$ cat src/rtl/dpk_pkg.sv
package dpk_pkg;

  typedef enum logic [1:0] {
    SZ_LONG = 2'b00,
    SZ_BYTE = 2'b01,
    SZ_WORD = 2'b10,
    SZ_LINE = 2'b11
  } size_e;

  // Control word bits [11:2], MSB first
  typedef struct packed {
    logic [2:0] attr;
    size_e      src_sz;
    size_e      dst_sz;
    logic       src_inc;
    logic [1:0] dst_mode;
  } cfg_t;

  localparam logic [2:0] RA_CTRL = 3'd0;
  localparam logic [2:0] RA_SRC  = 3'd1;
  localparam logic [2:0] RA_DST  = 3'd2;
  localparam logic [2:0] RA_CNT  = 3'd3;
  localparam logic [2:0] RA_STAT = 3'd4;

  localparam logic [1:0] DM_INC = 2'b01;

  // Bytes moved by one whole access of the given size
  function automatic logic [4:0] size_bytes(size_e s);
    case (s)
      SZ_BYTE: return 5'd1;
      SZ_WORD: return 5'd2;
      SZ_LONG: return 5'd4;
      default: return 5'd16;
    endcase
  endfunction

  // Bytes carried by one beat (a line is four longword beats)
  function automatic logic [2:0] beat_bytes(size_e s);
    case (s)
      SZ_BYTE: return 3'd1;
      SZ_WORD: return 3'd2;
      default: return 3'd4;
    endcase
  endfunction

  // Right-justified bus data -> left-justified (MSB lane first)
  function automatic logic [31:0] lane_left(logic [31:0] d, logic [2:0] n);
    return d << (6'd32 - {n, 3'b000});
  endfunction

  // Left-justified buffer head -> right-justified bus data
  function automatic logic [31:0] lane_right(logic [31:0] h, logic [2:0] n);
    return h >> (6'd32 - {n, 3'b000});
  endfunction

endpackage

$ cat src/rtl/dpk_pack_buf.sv
module dpk_pack_buf
  import dpk_pkg::*;
#(
  parameter int BUF_BYTES = 16,
  localparam int BW = 8 * BUF_BYTES,
  localparam int FW = $clog2(BUF_BYTES + 1)
) (
  input  logic          clk,
  input  logic          rst_n,
  input  logic          clr,
  input  logic          push,
  input  logic [2:0]    push_n,
  input  logic [31:0]   push_data,
  input  logic          pop,
  input  logic [2:0]    pop_n,
  output logic [31:0]   head,
  output logic [FW-1:0] fill
);

  logic [BW-1:0] q;
  logic [BW-1:0] ins;

  // New bytes are placed just below the bytes already held
  assign ins  = {lane_left(push_data, push_n), {(BW-32){1'b0}}} >> {fill, 3'b000};
  assign head = q[BW-1 -: 32];

  always_ff @(posedge clk) begin
    if (!rst_n || clr) begin
      q    <= '0;
      fill <= '0;
    end else if (push) begin
      q    <= q | ins;
      fill <= fill + FW'(push_n);
    end else if (pop) begin
      q    <= q << {pop_n, 3'b000};
      fill <= fill - FW'(pop_n);
    end
  end

  a_r8_no_overflow: assert property (@(posedge clk) disable iff (!rst_n || clr)
    push |-> (int'(fill) + int'(push_n)) <= BUF_BYTES)
    else $error("packing buffer overflow");

  a_r8_no_underflow: assert property (@(posedge clk) disable iff (!rst_n || clr)
    pop |-> int'(fill) >= int'(pop_n))
    else $error("packing buffer underflow");

  a_r4_rd_wr_apart: assert property (@(posedge clk) disable iff (!rst_n)
    !(push && pop))
    else $error("read and write beat in one cycle");

endmodule

$ cat src/rtl/dpk_regs.sv
module dpk_regs
  import dpk_pkg::*;
#(
  parameter int ADDR_W = 32,
  parameter int CNT_W  = 16
) (
  input  logic              clk,
  input  logic              rst_n,
  input  logic              reg_we,
  input  logic [2:0]        reg_addr,
  input  logic [31:0]       reg_wdata,
  output logic [31:0]       reg_rdata,
  input  logic              rd_adv,
  input  logic              wr_adv,
  input  logic              idle,
  output cfg_t              cfg,
  output logic              en,
  output logic              done,
  output logic              sw_rst,
  output logic [ADDR_W-1:0] src_addr,
  output logic [ADDR_W-1:0] dst_addr,
  output logic [CNT_W-1:0]  count
);

  logic [CNT_W-1:0]  dbytes_c;
  logic [ADDR_W-1:0] dbytes_a;
  logic [ADDR_W-1:0] sbytes_a;
  logic              last_wr;
  logic              zero_hit;
  logic              ctrl_wr;

  assign dbytes_c = CNT_W'(size_bytes(cfg.dst_sz));
  assign dbytes_a = ADDR_W'(size_bytes(cfg.dst_sz));
  assign sbytes_a = ADDR_W'(size_bytes(cfg.src_sz));
  assign ctrl_wr  = reg_we && (reg_addr == RA_CTRL);
  assign sw_rst   = ctrl_wr && reg_wdata[1];
  assign last_wr  = wr_adv && (count <= dbytes_c);
  assign zero_hit = idle && en && !done && (count == '0);

  always_ff @(posedge clk) begin
    if (!rst_n) begin
      cfg      <= '0;
      en       <= 1'b0;
      done     <= 1'b0;
      src_addr <= '0;
      dst_addr <= '0;
      count    <= '0;
    end else begin
      if (wr_adv) begin
        count <= last_wr ? '0 : count - dbytes_c;
        if (cfg.dst_mode == DM_INC) dst_addr <= dst_addr + dbytes_a;
      end
      if (rd_adv && cfg.src_inc) src_addr <= src_addr + sbytes_a;
      if (last_wr || zero_hit) begin
        done <= 1'b1;
        en   <= 1'b0;
      end
      // software writes take precedence over channel updates
      if (reg_we) begin
        case (reg_addr)
          RA_CTRL: begin
            en  <= reg_wdata[0] && !reg_wdata[1];
            cfg <= cfg_t'(reg_wdata[11:2]);
          end
          RA_SRC:  src_addr <= reg_wdata[ADDR_W-1:0];
          RA_DST:  dst_addr <= reg_wdata[ADDR_W-1:0];
          RA_CNT:  count    <= reg_wdata[CNT_W-1:0];
          RA_STAT: if (reg_wdata[0]) done <= 1'b0;
          default: ;
        endcase
      end
    end
  end

  always_comb begin
    case (reg_addr)
      RA_CTRL: reg_rdata = {20'b0, cfg, 1'b0, en};
      RA_SRC:  reg_rdata = 32'(src_addr);
      RA_DST:  reg_rdata = 32'(dst_addr);
      RA_CNT:  reg_rdata = 32'(count);
      RA_STAT: reg_rdata = {31'b0, done};
      default: reg_rdata = '0;
    endcase
  end

  a_r12_done_stops: assert property (@(posedge clk) disable iff (!rst_n)
    $rose(done) && !$past(reg_we) |-> !en)
    else $error("done raised with enable still set");

  a_r6_src_fixed: assert property (@(posedge clk) disable iff (!rst_n)
    rd_adv && !cfg.src_inc && !reg_we |=> $stable(src_addr))
    else $error("fixed source address moved");

  a_r12_count_nonzero_on_write: assert property (@(posedge clk) disable iff (!rst_n)
    wr_adv |-> count != '0)
    else $error("write completed with zero count");

endmodule

$ cat src/rtl/dpk_bus_seq.sv
module dpk_bus_seq
  import dpk_pkg::*;
#(
  parameter int ADDR_W = 32,
  parameter int FW     = 5
) (
  input  logic              clk,
  input  logic              rst_n,
  input  logic              sw_rst,
  input  logic              en,
  input  logic              done,
  input  logic              count_nz,
  input  cfg_t              cfg,
  input  logic [ADDR_W-1:0] src_addr,
  input  logic [ADDR_W-1:0] dst_addr,
  input  logic [FW-1:0]     fill,
  input  logic [31:0]       head,
  output logic              mem_req,
  output logic              mem_we,
  output logic [ADDR_W-1:0] mem_addr,
  output logic [1:0]        mem_size,
  output logic [31:0]       mem_wdata,
  input  logic [31:0]       mem_rdata,
  input  logic              mem_ack,
  output logic              mem_lock,
  output logic [2:0]        mem_attr,
  output logic              push,
  output logic [2:0]        push_n,
  output logic [31:0]       push_data,
  output logic              pop,
  output logic [2:0]        pop_n,
  output logic              rd_adv,
  output logic              wr_adv,
  output logic              idle
);

  typedef enum logic [1:0] {S_IDLE, S_RD, S_WR} st_e;

  st_e               st;
  logic [1:0]        beat;
  size_e             cur_sz;
  logic              is_line;
  logic              hand;
  logic              last_beat;
  logic              go;
  logic [ADDR_W-1:0] base;

  assign cur_sz    = (st == S_WR) ? cfg.dst_sz : cfg.src_sz;
  assign is_line   = (cur_sz == SZ_LINE);
  assign base      = (st == S_WR) ? dst_addr : src_addr;
  assign mem_req   = (st != S_IDLE);
  assign mem_we    = (st == S_WR);
  assign mem_size  = cur_sz;
  assign mem_addr  = base + (is_line ? ADDR_W'({beat, 2'b00}) : '0);
  assign mem_lock  = mem_req && is_line;
  assign mem_attr  = mem_we ? cfg.attr : 3'b000;
  assign mem_wdata = lane_right(head, beat_bytes(cfg.dst_sz));

  assign hand      = mem_req && mem_ack && !sw_rst;
  assign last_beat = !is_line || (beat == 2'd3);
  assign push      = hand && (st == S_RD);
  assign push_n    = beat_bytes(cfg.src_sz);
  assign push_data = mem_rdata;
  assign pop       = hand && (st == S_WR);
  assign pop_n     = beat_bytes(cfg.dst_sz);
  assign rd_adv    = push && last_beat;
  assign wr_adv    = pop && last_beat;
  assign idle      = (st == S_IDLE);
  assign go        = en && !done && count_nz;

  always_ff @(posedge clk) begin
    if (!rst_n || sw_rst) begin
      st   <= S_IDLE;
      beat <= '0;
    end else begin
      case (st)
        S_IDLE: begin
          beat <= '0;
          if (go) st <= (FW'(size_bytes(cfg.dst_sz)) > fill) ? S_RD : S_WR;
        end
        default: begin
          if (hand) begin
            if (last_beat) begin
              st   <= S_IDLE;
              beat <= '0;
            end else begin
              beat <= beat + 2'd1;
            end
          end
        end
      endcase
    end
  end

  a_r2_soft_reset: assert property (@(posedge clk) disable iff (!rst_n)
    sw_rst |=> !mem_req)
    else $error("access continued after soft reset");

  a_r3_start_gate: assert property (@(posedge clk) disable iff (!rst_n)
    $rose(mem_req) |-> $past(en) && !$past(done))
    else $error("access started while disabled or done");

  a_r10_lock_hold: assert property (@(posedge clk) disable iff (!rst_n || sw_rst)
    mem_lock && !mem_ack |=> mem_lock)
    else $error("lock dropped inside a burst beat");

  a_r10_lock_next_beat: assert property (@(posedge clk) disable iff (!rst_n || sw_rst)
    mem_lock && mem_ack && beat != 2'd3 |=> mem_lock && mem_req)
    else $error("lock dropped between burst beats");

  a_r8_write_ready: assert property (@(posedge clk) disable iff (!rst_n)
    mem_req && mem_we |-> int'(fill) >= int'(pop_n))
    else $error("write issued without enough packed bytes");

endmodule

$ cat src/rtl/dpk_dma.sv
module dpk_dma
  import dpk_pkg::*;
#(
  parameter int ADDR_W    = 32,
  parameter int CNT_W     = 16,
  parameter int BUF_BYTES = 16,
  localparam int FW = $clog2(BUF_BYTES + 1)
) (
  input  logic              clk,
  input  logic              rst_n,
  input  logic              reg_we,
  input  logic [2:0]        reg_addr,
  input  logic [31:0]       reg_wdata,
  output logic [31:0]       reg_rdata,
  output logic              mem_req,
  output logic              mem_we,
  output logic [ADDR_W-1:0] mem_addr,
  output logic [1:0]        mem_size,
  output logic [31:0]       mem_wdata,
  input  logic [31:0]       mem_rdata,
  input  logic              mem_ack,
  output logic              mem_lock,
  output logic [2:0]        mem_attr,
  output logic              xfer_done
);

  cfg_t              cfg;
  logic              en, done, sw_rst;
  logic [ADDR_W-1:0] src_addr, dst_addr;
  logic [CNT_W-1:0]  count;
  logic              rd_adv, wr_adv, idle;
  logic              push, pop;
  logic [2:0]        push_n, pop_n;
  logic [31:0]       push_data, head;
  logic [FW-1:0]     fill;

  assign xfer_done = done;

  dpk_regs #(.ADDR_W(ADDR_W), .CNT_W(CNT_W)) regs_i (
    .clk(clk), .rst_n(rst_n), .reg_we(reg_we), .reg_addr(reg_addr),
    .reg_wdata(reg_wdata), .reg_rdata(reg_rdata), .rd_adv(rd_adv),
    .wr_adv(wr_adv), .idle(idle), .cfg(cfg), .en(en), .done(done),
    .sw_rst(sw_rst), .src_addr(src_addr), .dst_addr(dst_addr), .count(count)
  );

  dpk_pack_buf #(.BUF_BYTES(BUF_BYTES)) buf_i (
    .clk(clk), .rst_n(rst_n), .clr(sw_rst), .push(push), .push_n(push_n),
    .push_data(push_data), .pop(pop), .pop_n(pop_n), .head(head), .fill(fill)
  );

  dpk_bus_seq #(.ADDR_W(ADDR_W), .FW(FW)) seq_i (
    .clk(clk), .rst_n(rst_n), .sw_rst(sw_rst), .en(en), .done(done),
    .count_nz(count != '0), .cfg(cfg), .src_addr(src_addr), .dst_addr(dst_addr),
    .fill(fill), .head(head), .mem_req(mem_req), .mem_we(mem_we),
    .mem_addr(mem_addr), .mem_size(mem_size), .mem_wdata(mem_wdata),
    .mem_rdata(mem_rdata), .mem_ack(mem_ack), .mem_lock(mem_lock),
    .mem_attr(mem_attr), .push(push), .push_n(push_n), .push_data(push_data),
    .pop(pop), .pop_n(pop_n), .rd_adv(rd_adv), .wr_adv(wr_adv), .idle(idle)
  );

  a_r12_done_quiet: assert property (@(posedge clk) disable iff (!rst_n)
    done && !mem_req |=> !mem_req)
    else $error("access started while done pending");

endmodule

$ cat config.mk
export PLATFORM = sky130hd
export DESIGN_NAME = dpk_dma
export DESIGN_NICKNAME = d
export VERILOG_FILES = /design/src/rtl/dpk_pkg.sv /design/src/rtl/dpk_pack_buf.sv /design/src/rtl/dpk_regs.sv /design/src/rtl/dpk_bus_seq.sv /design/src/rtl/dpk_dma.sv
export SDC_FILE = /design/constraint.sdc
export NUM_CORES = 1
export LEC_CHECK = 0
export ABC_AREA = 1
export ABC_CLOCK_PERIOD_IN_PS = 3700
export BUFFER_PORTS_ARGS = -buffer_cell sky130_fd_sc_hd__buf_2
export CAP_MARGIN = 20
export CORE_ASPECT_RATIO = 1.2
export CORE_UTILIZATION = 50
export DETAILED_ROUTE_END_ITERATION = 6
export PLACE_DENSITY_LB_ADDON = 0.25
export SETUP_SLACK_MARGIN = 0.05
export SLEW_MARGIN = 10
export SYNTH_ARGS = -nofsm -noshare
export SYNTH_HDL_FRONTEND = slang
export SYNTH_SLANG_ARGS = --single-unit
$ cat constraint.sdc
create_clock -name clk -period 3.7 [get_ports clk]
set_input_delay 0 -clock clk [delete_from_list [all_inputs] [get_ports clk]]
set_output_delay 0 -clock clk [all_outputs]
set_load 0.02 [all_outputs]
# Word level (Yosys, flattened, before mapping)
# Index checks and enable logic that the tools add are counted.
[op_classes]
eq_ne = 14
shift = 4
n_lt_le_gt_ge = 2
n_bitwise = 1
n_reduce_logical = 38
muxes = 40
addsub = 9
[ops]
columns = ["operator", "count"]
rows = [
  ["2-to-1 mux 128 bit", 2],
  ["2-to-1 mux 32 bit", 8],
  ["one-hot mux 32 bit (5 select lines)", 1],
  ["bitwise OR 128 bit", 1],
  ["left shift 128 x 6 -> 128 bit", 1],
  ["right shift 128 x 8 -> 128 bit", 1],
  ["adder 32 x 5 -> 32 bit", 2],
  ["2-to-1 mux 16 bit", 4],
  ["adder 32 bit", 1],
  ["left shift 32 x 6 -> 32 bit", 1],
  ["right shift 32 x 6 -> 32 bit", 1],
  ["one-hot mux 5 bit (3 select lines)", 2],
  ["2-to-1 mux 5 bit", 5],
  ["logical AND 1 bit", 17],
  ["<= comparator 16 x 5 -> 1 bit", 1],
  ["logical NOT 16 bit", 1],
  ["nonzero test 16 bit", 1],
  ["subtractor 16 x 5 -> 16 bit", 1],
  ["2-to-1 mux 2 bit", 7],
  ["one-hot mux 3 bit (2 select lines)", 2],
  ["subtractor 6 bit, first input constant", 2],
  ["equality test 2 bit, second input constant", 5],
  ["equality test 2 x 1 -> 1 bit, second input constant", 4],
  ["nonzero test 2 bit", 4],
  ["other kinds (18)", 33],
]
[totals]
regBits = 229

# Depth between registers and ports, before layout
# Gate-level depths: netlist of the first run.
[logic_depth]
word_depth = 13
ltp_mapped = 20
depth_no_buf = 17

# By module
# A second synthesis of the first run with hierarchy kept.
[hier_totals]
cells_unflattened = 3967
area_unflattened_um2 = 22152.5
[by_module_without_submodules]
columns = ["mod", "cells_per_inst", "n_inst", "area_per_inst_um2"]
rows = [
  ["dpk_pack_buf", 2289, 1, 12695.9],
  ["dpk_regs", 1090, 1, 6555.0],
  ["dpk_bus_seq", 573, 1, 2845.2],
  ["dpk_dma", 15, 1, 56.3],
]

# Worst setup path after synthesis of the first run
# Ideal clock, no wire load.
[synth_path]
kind = "register -> register"
start = "reg regs_i.cfg[3] (netlist name)"
end = "reg regs_i.count[10]"
required_time_ns = 3.568
path_stages_with_launch = 18
n_path_buf = 5
arrival_ns = 2.840
setup_slack_ns = 0.727
cell_sequence = "dfxtp_1 -> inv_1 -> ha_1 -> clkbuf_1 -> inv_1 -> buf_2 -> buf_2 -> buf_2 -> fa_1 -> nand2_1 -> nand2_1 -> nand2_1 -> nand2_1 -> a21oi_1 -> a21oi_2 -> buf_2 -> nand3_1 -> a21oi_1"
[synth_between]
elab_chain_cells = 10
elab_cells_between_ends = 16
cone_classes = "1 x add/sub; 1 x order compare; 3 x eq/ne; 6 x mux; 5 x reduce/logical"
[synth_lines]
columns = ["element", "line_no", "text"]
rows = [
  ["branches (longest 7 deep; another with <= comparator 16 x 5 -> 1 bit)", "--", ""],
  ["2-to-1 mux 16 bit (*)", "dpk_regs.sv:49", "if (wr_adv) begin"],
  ["2-to-1 mux 16 bit", "dpk_regs.sv:60", "case (reg_addr)"],
  ["2-to-1 mux 16 bit (*)", "dpk_regs.sv:59", "if (reg_we) begin"],
  ["end signal: assignment", "dpk_regs.sv:50", "count <= last_wr ? '0 : count - dbytes_c;"],
  ["end signal: assignment", "dpk_regs.sv:67", "RA_CNT: count <= reg_wdata[CNT_W-1:0];"],
  ["end: declaration", "dpk_regs.sv:22", "output logic [CNT_W-1:0] count"],
]
# Mark *: on every way between the ends.
# A chain may end at the register's enable or synchronous reset.

# Worst setup path after layout of the first run
[layout_path]
start = "reg seq_i.st[0]"
end = "out mem_addr[26]"
[layout_between]
elab_chain_cells = 5
elab_cells_between_ends = 6
cone_classes = "1 x add/sub; 2 x eq/ne; 3 x mux"
[layout_lines]
columns = ["element", "line_no", "text"]
rows = [
  ["start: declaration", "dpk_bus_seq.sv:39", "st_e st;"],
  ["start signal: assignment", "dpk_bus_seq.sv:79", "if (go) st <= (FW'(size_bytes(cfg.dst_sz)) > fill) ? S_RD : S_WR;"],
  ["equality test 2 bit (*)", "dpk_bus_seq.sv:48, dpk_bus_seq.sv:50", ""],
  ["2-to-1 mux 2 bit", "dpk_bus_seq.sv:48", "assign cur_sz = (st == S_WR) ? cfg.dst_sz : cfg.src_sz;"],
  ["equality test 2 bit", "dpk_bus_seq.sv:49", "assign is_line = (cur_sz == SZ_LINE);"],
  ["2-to-1 mux 4 bit", "dpk_bus_seq.sv:54", "assign mem_addr = base + (is_line ? ADDR_W'({beat, 2'b00}) : '0);"],
  ["adder 32 bit (*)", "dpk_bus_seq.sv:54", ""],
  ["end: declaration", "dpk_dma.sv:17", "output logic [ADDR_W-1:0] mem_addr,"],
]
# Mark *: on every way between the ends. The rest lies on a longest branch, timed or not.

==> flow_summary.json, run 1 <==
{
  "yosysTopAreaCellShare_pct": 22.1,
  "tightest_slew_ns": 1.10,
  "cts-root-buf": "clkbuf_16",
  "cp-start-kind": "flip-flop",
  "finalWirelength_um": 77800,
  "clkSinkCount": 229,
  "finalSetupTns_ns": 0,
  "seq_area_frac_synth_pct": 22.1,
  "endpoint_kind": "output port",
  "grt_max_degree": 191,
  "final.setup.worst_slack_ns": 0.351,
  "avgSynthCellArea_um2": 5.69,
  "leakagePower_nw": 10.5,
  "wl_per_cell_um": 18.3,
  "crit_arrival_ns": 3.35,
  "coreArea_um2": 40800,
  "vias_per_cell": 5.82,
  "h-tree-depth": 1,
  "finalHoldViolations": 0,
  "r2r_cells": 12,
  "syn_to_final_growth_pct": 11.4,
  "io_buffers": 175,
  "worstSetupPathType": "reg2out",
  "antenna_found_initial": 1,
  "use_met3_pct": 4.80,
  "cts_tree": "built",
  "ir_drop_uv": 334,
  "post-place-ws_ns": 0.755,
  "row_count": 81,
  "min_period_ns": 3.35,
  "gp_congestion": 1.00,
  "cellPowerDensity_nw_per_um2": 286,
  "post-synth-top-count-cell": "nand2_1",
  "gr-usage-met2_pct": 59.2,
  "cts_buffers": 28,
  "hpwlAfterDp_um": 55200,
  "ant_nets": 0,
  "grt_pass1_wl_um": 120000,
  "use_met1_pct": 40.9,
  "synth_fp_nets": 3762,
  "min_path_type": "in2reg",
  "finalCritPeriodShare_pct": 90.5,
  "synth_area_leader_cell": "dfxtp_1",
  "insertion_delay_ns": 0.58,
  "first_pass_iters": 6,
  "cp.required_ns": 3.70,
  "grt.busiest_layer": "met2",
  "clockBufferDepth": 3,
  "clk_pin_slew_worst_paths_ns": 0.06,
  "synth-edff-count": 0,
  "final_nets": 3811,
  "rsz0062_at_grt": "no",
  "start_util_pct": 50.8,
  "setup_viol": 0,
  "io_pins": 176,
  "drtIter0Drc": 2661,
  "grt.overflow.total": 0,
  "fin_skew_ns": 0.0127,
  "slew_headroom_pct": 26.5,
  "die_area_um2": 42400,
  "die_w_um": 188,
  "ys_seq_elements": 229,
  "maxCapViolCount": 0,
  "netlist_area_um2": 20800,
  "drive_gt1_share_pct": 9.64,
  "synth_warnings": 0,
  "synth_top_cells_by_count": "nand2_1, o21ai_0, inv_1",
  "final_max_slew_viol_count": 0,
  "n_antenna_cell": 0,
  "die_h_um": 225,
  "grtUsageTotal_pct": 35.4,
  "postSynthCellCount": 3652,
  "final_util_pct": 56.6,
  "clock.fmax_mhz": 299,
  "dr_total_vias": 24800,
  "power.total_w": 0.00661,
  "synth_cell_types": 59,
  "synth_area_leaders": "dfxtp_1, nand2_1, o21ai_0, nand3_1, inv_1",
  "status": "finished, final reports clean",
  "hold_depth": 5,
  "ys.flop_type": "dfxtp_1",
  "grt_pass1_vias": 22700,
  "nFillCells": 4288,
  "path_max_fanout": 20,
  "drc": 0,
  "ys_async_sr_fraction_pct": 0
}
-- critical path: stages, from the launching register on --
cell and delay, ns:
dfxtp_1 0.38, inv_2 0.10, nand2_8 0.16, nand2_1 0.08
nand2_1 0.14, nand2_1 0.12, nor2_1 0.16, ha_1 0.20
inv_1 0.06, fa_2 0.41, nor2_4 0.21, nand2_4 0.10
nor2_4 0.12, nand3_2 0.10, nor2_2 0.10, xor2_1 0.16
buf_2 0.19
-- routing by layer --
layer  share of wire, %  vias up
li1                   -    12100
met3                7.4      312
met5                  0        -
met2                 46     1155
met1                 38    11300
met4                8.5        0
-- kinds of logic after synthesis --
kind of cell    after synthesis  synth area share (%)
buf+inv                     664                  12.6
fa+ha+maj                    39                  2.53
simple gates               1824                  38.0
mux                          21                  1.01
compound gates              824                  21.6
xor+xnor                     51                  2.15
flops                       229                  22.1
-- metrics by stage --
step	hold WS (ns)	std cells	cell area, um^2
floorplan	0.148	3652	20800
global placement	0.320	4174	21800
detailed placement	0.320	4174	21800
CTS	0.0430	4262	23100
global route	0.0805	4262	23100
finish	0.0461	4262	23100
-- area by class of cell --
type / count / area [um^2] / share of cell area [%]
well taps: 539 / 674 / 2.92
multi-input cells: 2759 / 13600 / 58.8
flip-flops and latches: 229 / 4590 / 19.8
inverters: 431 / 1630 / 7.03
clock buffers: 41 / 871 / 3.77
clock inverters: 11 / 130 / 0.563
repair buffers: 252 / 1630 / 7.05
-- final timing paths --
path | startpoint | end | slack, ns
worst min register to register | buf_i.q[83] | buf_i.q[83] | 0.48
worst min-delay path | mem_rdata[6] | buf_i.q[78] | 0.05
worst max register to register | regs_i.cfg[6] | buf_i.q[2] | 0.66
worst max-delay path | seq_i.st[0] | mem_addr[26] | 0.35
-- registers in the layout (all words and copies together) (netlist names) --
signal	count
regs_i.cfg	10
regs_i.en	1
regs_i.count	16
seq_i.beat	2
regs_i.dst_addr	32
regs_i.src_addr	32
regs_i.done	1
seq_i.st	2
buf_i.q	128
buf_i.fill	5
-- where the power goes --
group | switching [W] | total (W) | leakage [nW] | internal, W
Combinational | 0.000720 | 0.00103 | 8.10 | 0.000309
Clock | 0.00121 | 0.00304 | 0.505 | 0.00183
Sequential | 0.0000447 | 0.00254 | 1.85 | 0.00250
Total | 0.00198 | 0.00661 | 10.5 | 0.00464
-- placed cells by master (no fill, tap or decap), drive strengths merged, types with 2 or more instances in the layout --
cell type    netlist  routed
inv              428     425
nor3              57      57
bufinv             0       3
nor2             282     282
clkbuf           153      41
nand4             56      56
ha                34      34
nand2           1045    1045
or2               16      16
o22ai             24      24
xnor2             14      14
o211ai            38      38
a31oi             73      73
o21bai            17      17
dfxtp            229     229
fa                 5       5
xor2              37      37
a21oi            150     150
and2               6       6
dlygate4sd3        0      36
nand3b             3       3
clkinv             3      14
o21ai            509     509
nor4               2       2
mux2i             21      21
and3               2       2
buf               80     216
nand3            353     353
o221ai             7       7
-- what timing repair did --
action / 4_1_cts / 5_1_grt
buffers inserted: 0 / 0
hold buffers: 36 / 0
gates resized for setup: 0 / 2
endpoints found under the hold margin: 92 / 0
endpoints found under the setup margin: 0 / 2
Note: power is estimated with default switching activity, not from simulation.
==> run 2: changes to the inputs <==
Settings changed: PLACE_DENSITY_LB_ADDON 0.25 to 0.08.
==> run 2 against run 1 <==
Compared with the run above: cell count about the same; via count up 0.12%; register-to-register slack worse by 0.02 ns; combinational power about the same; maximum frequency down 1.2%; global-route usage up 1.4 points; core utilization about the same.
==> flow_summary.json, run 2 (same netlist as run 1, synthesis figures left out) <==
{
  "status": "finished, final reports clean",
  "cp_num_buf_inv": 3,
  "final_common_cell": "nand2_1",
  "fin_cells": 4264,
  "die_area_um2": 42400,
  "clockBufferDepth": 3,
  "final_util_pct": 56.6,
  "largest_register_ffs": 128,
  "die_h_um": 225,
  "cts-root-buf": "clkbuf_16",
  "final_max_slew_viol_count": 0,
  "reg2reg_from": "seq_i.st[0]",
  "crit_family": "simple AND/OR/NAND/NOR gates",
  "holdCritStartpoint": "reg_addr[1]",
  "path_max_fanout": 15,
  "worstPathCellList": "inv_2 -> nand2_8 -> nand2_1 -> nand2_1 -> nand2_1 -> nor2_1 -> ha_1 -> inv_1 -> fa_2 -> nor2_4 -> nand2_4 -> nor2_4 -> nand3_2 -> nor2_2 -> xor2_1 -> buf_2",
  "finalSetupTns_ns": 0,
  "grt.overflow.total": 0,
  "drc": 0,
  "drtIter0Drc": 2450,
  "rsz0062_at_grt": "no",
  "top_regs": "buf_i.q: 128 flops, regs_i.dst_addr: 32 flops, regs_i.src_addr: 32 flops",
  "placedCellCount": 4170,
  "worstSetupPathType": "reg2out",
  "clk_pin_slew_worst_paths_ns": 0.06,
  "startpoint": "seq_i.st[0]",
  "first_pass_iters": 6,
  "cp-start-kind": "flip-flop",
  "regMostFlops": "buf_i.q",
  "wl_per_cell_um": 19.0,
  "cts_buffers": 29,
  "setup_viol": 0,
  "cp.required_ns": 3.70,
  "coreArea_um2": 40800,
  "tightest_slew_ns": 1.10,
  "clock.fmax_mhz": 295,
  "grtUsageTotal_pct": 36.9,
  "crit_arrival_ns": 3.39,
  "finalHoldViolations": 0,
  "mostFrequentLayoutCells": "nand2_1, o21ai_0, inv_1, nand3_1, nor2_1",
  "grt_pass1_vias": 22700,
  "antenna_found_initial": 0,
  "hpwlAfterDp_um": 57200,
  "h-tree-depth": 1,
  "finalCritPeriodShare_pct": 91.6,
  "vias_per_cell": 5.83,
  "cp_slowest_cell": "fa_2",
  "grt_pass1_wl_um": 124000,
  "endpoint_kind": "output port",
  "fin_skew_ns": 0.0239,
  "slew_headroom_pct": 25.8,
  "final_nets": 3812,
  "path_common_cell": "nand2_1",
  "maxCapViolCount": 0,
  "dr_total_vias": 24800,
  "finalWirelength_um": 81000,
  "cellPowerDensity_nw_per_um2": 281,
  "start_util_pct": 50.8,
  "gp_congestion": 1.01,
  "min_path_type": "in2reg",
  "n_antenna_cell": 0,
  "ir_drop_uv": 348,
  "io_pins": 176,
  "row_count": 81,
  "cts_tree": "built",
  "cpPeakStageDelay_ns": 0.41,
  "clkSinkCount": 229,
  "grt_max_degree": 178,
  "fin_area_um2": 23100,
  "min_period_ns": 3.39,
  "drive_gt1_share_pct": 9.48,
  "placed_area_um2": 21800,
  "io_buffers": 175,
  "leakagePower_nw": 10.4,
  "syn_to_final_growth_pct": 11.4,
  "ant_nets": 0,
  "die_w_um": 188,
  "insertion_delay_ns": 0.59
}
run 2: cell count changes in the layout (fill, tap and decap cells not counted), sizes merged:
cell / change
clkinv: -4
bufinv: -2
dlygate4sd3: +2
clkbuf: +7
buf: -2
clkinvlp: +1
run 2: report_power, final:
group          internal, W  leakage, nW  switching (W)
clock              0.00171        0.474        0.00122
combinational     0.000311         8.12       0.000730
sequential         0.00250         1.85      0.0000454
run 2: routing by layer:
layer | up-vias | part of all wire (%) | GRT usage (%)
li1 | 12100 | - | -
met1 | 11300 | 38 | 43.4
met2 | 1176 | 47 | 62.0
met3 | 294 | 7.5 | 4.36
met4 | 0 | 7.9 | 26.9
met5 | - | 0 | 0
run 2: cell type report:
cell class / count / area [um^2]
clock inverter: 6 / 58.8
sequential: 229 / 4590
tap: 539 / 674
inverter: 431 / 1630
fill: 4273 / 17700
timing repair buffer: 252 / 1670
clock buffer: 48 / 897
multi-input combinational: 2759 / 13600
run 2: final timing paths:
check / end / slack [ns] / cells past startpoint
max: mem_addr[26] / 0.31 / 16
min: seq_i.beat[1] / 0.03 / 6
max reg2reg: buf_i.q[42] / 0.64 / 9
min reg2reg: regs_i.cfg[8] / 0.47 / 2
run 2: metrics by stage:
stage	worst slack [ns]	hold WS (ns)	power [W]
2_1_floorplan	0.727	0.148	0.00323
3_3_place_gp	0.613	0.290	0.00357
3_5_place_dp	0.625	0.303	0.00358
4_1_cts	0.0822	0.00871	0.00651
5_1_grt	0.113	0.0759	0.00673
6_report	0.311	0.0285	0.00651
run 2: worst reg2reg max path, stage by stage, from the launching register on:
cell	delay [ns]
dfxtp_1	0.39
inv_2	0.10
nand2_8	0.15
buf_6	0.43
clkinvlp_4	0.42
nand3_4	0.27
buf_12	0.58
o21ai_0	0.37
a21oi_1	0.16
nor2_1	0.05
run 2: what timing repair did:
| item | 4_1_cts | 5_1_grt |
|---|---|---|
| setup buffers | 0 | 2 |
| setup endpoints to repair | 0 | 8 |
| hold buffers | 38 | 0 |
| hold endpoints to repair | 111 | 0 |
| resized for setup | 0 | 5 |
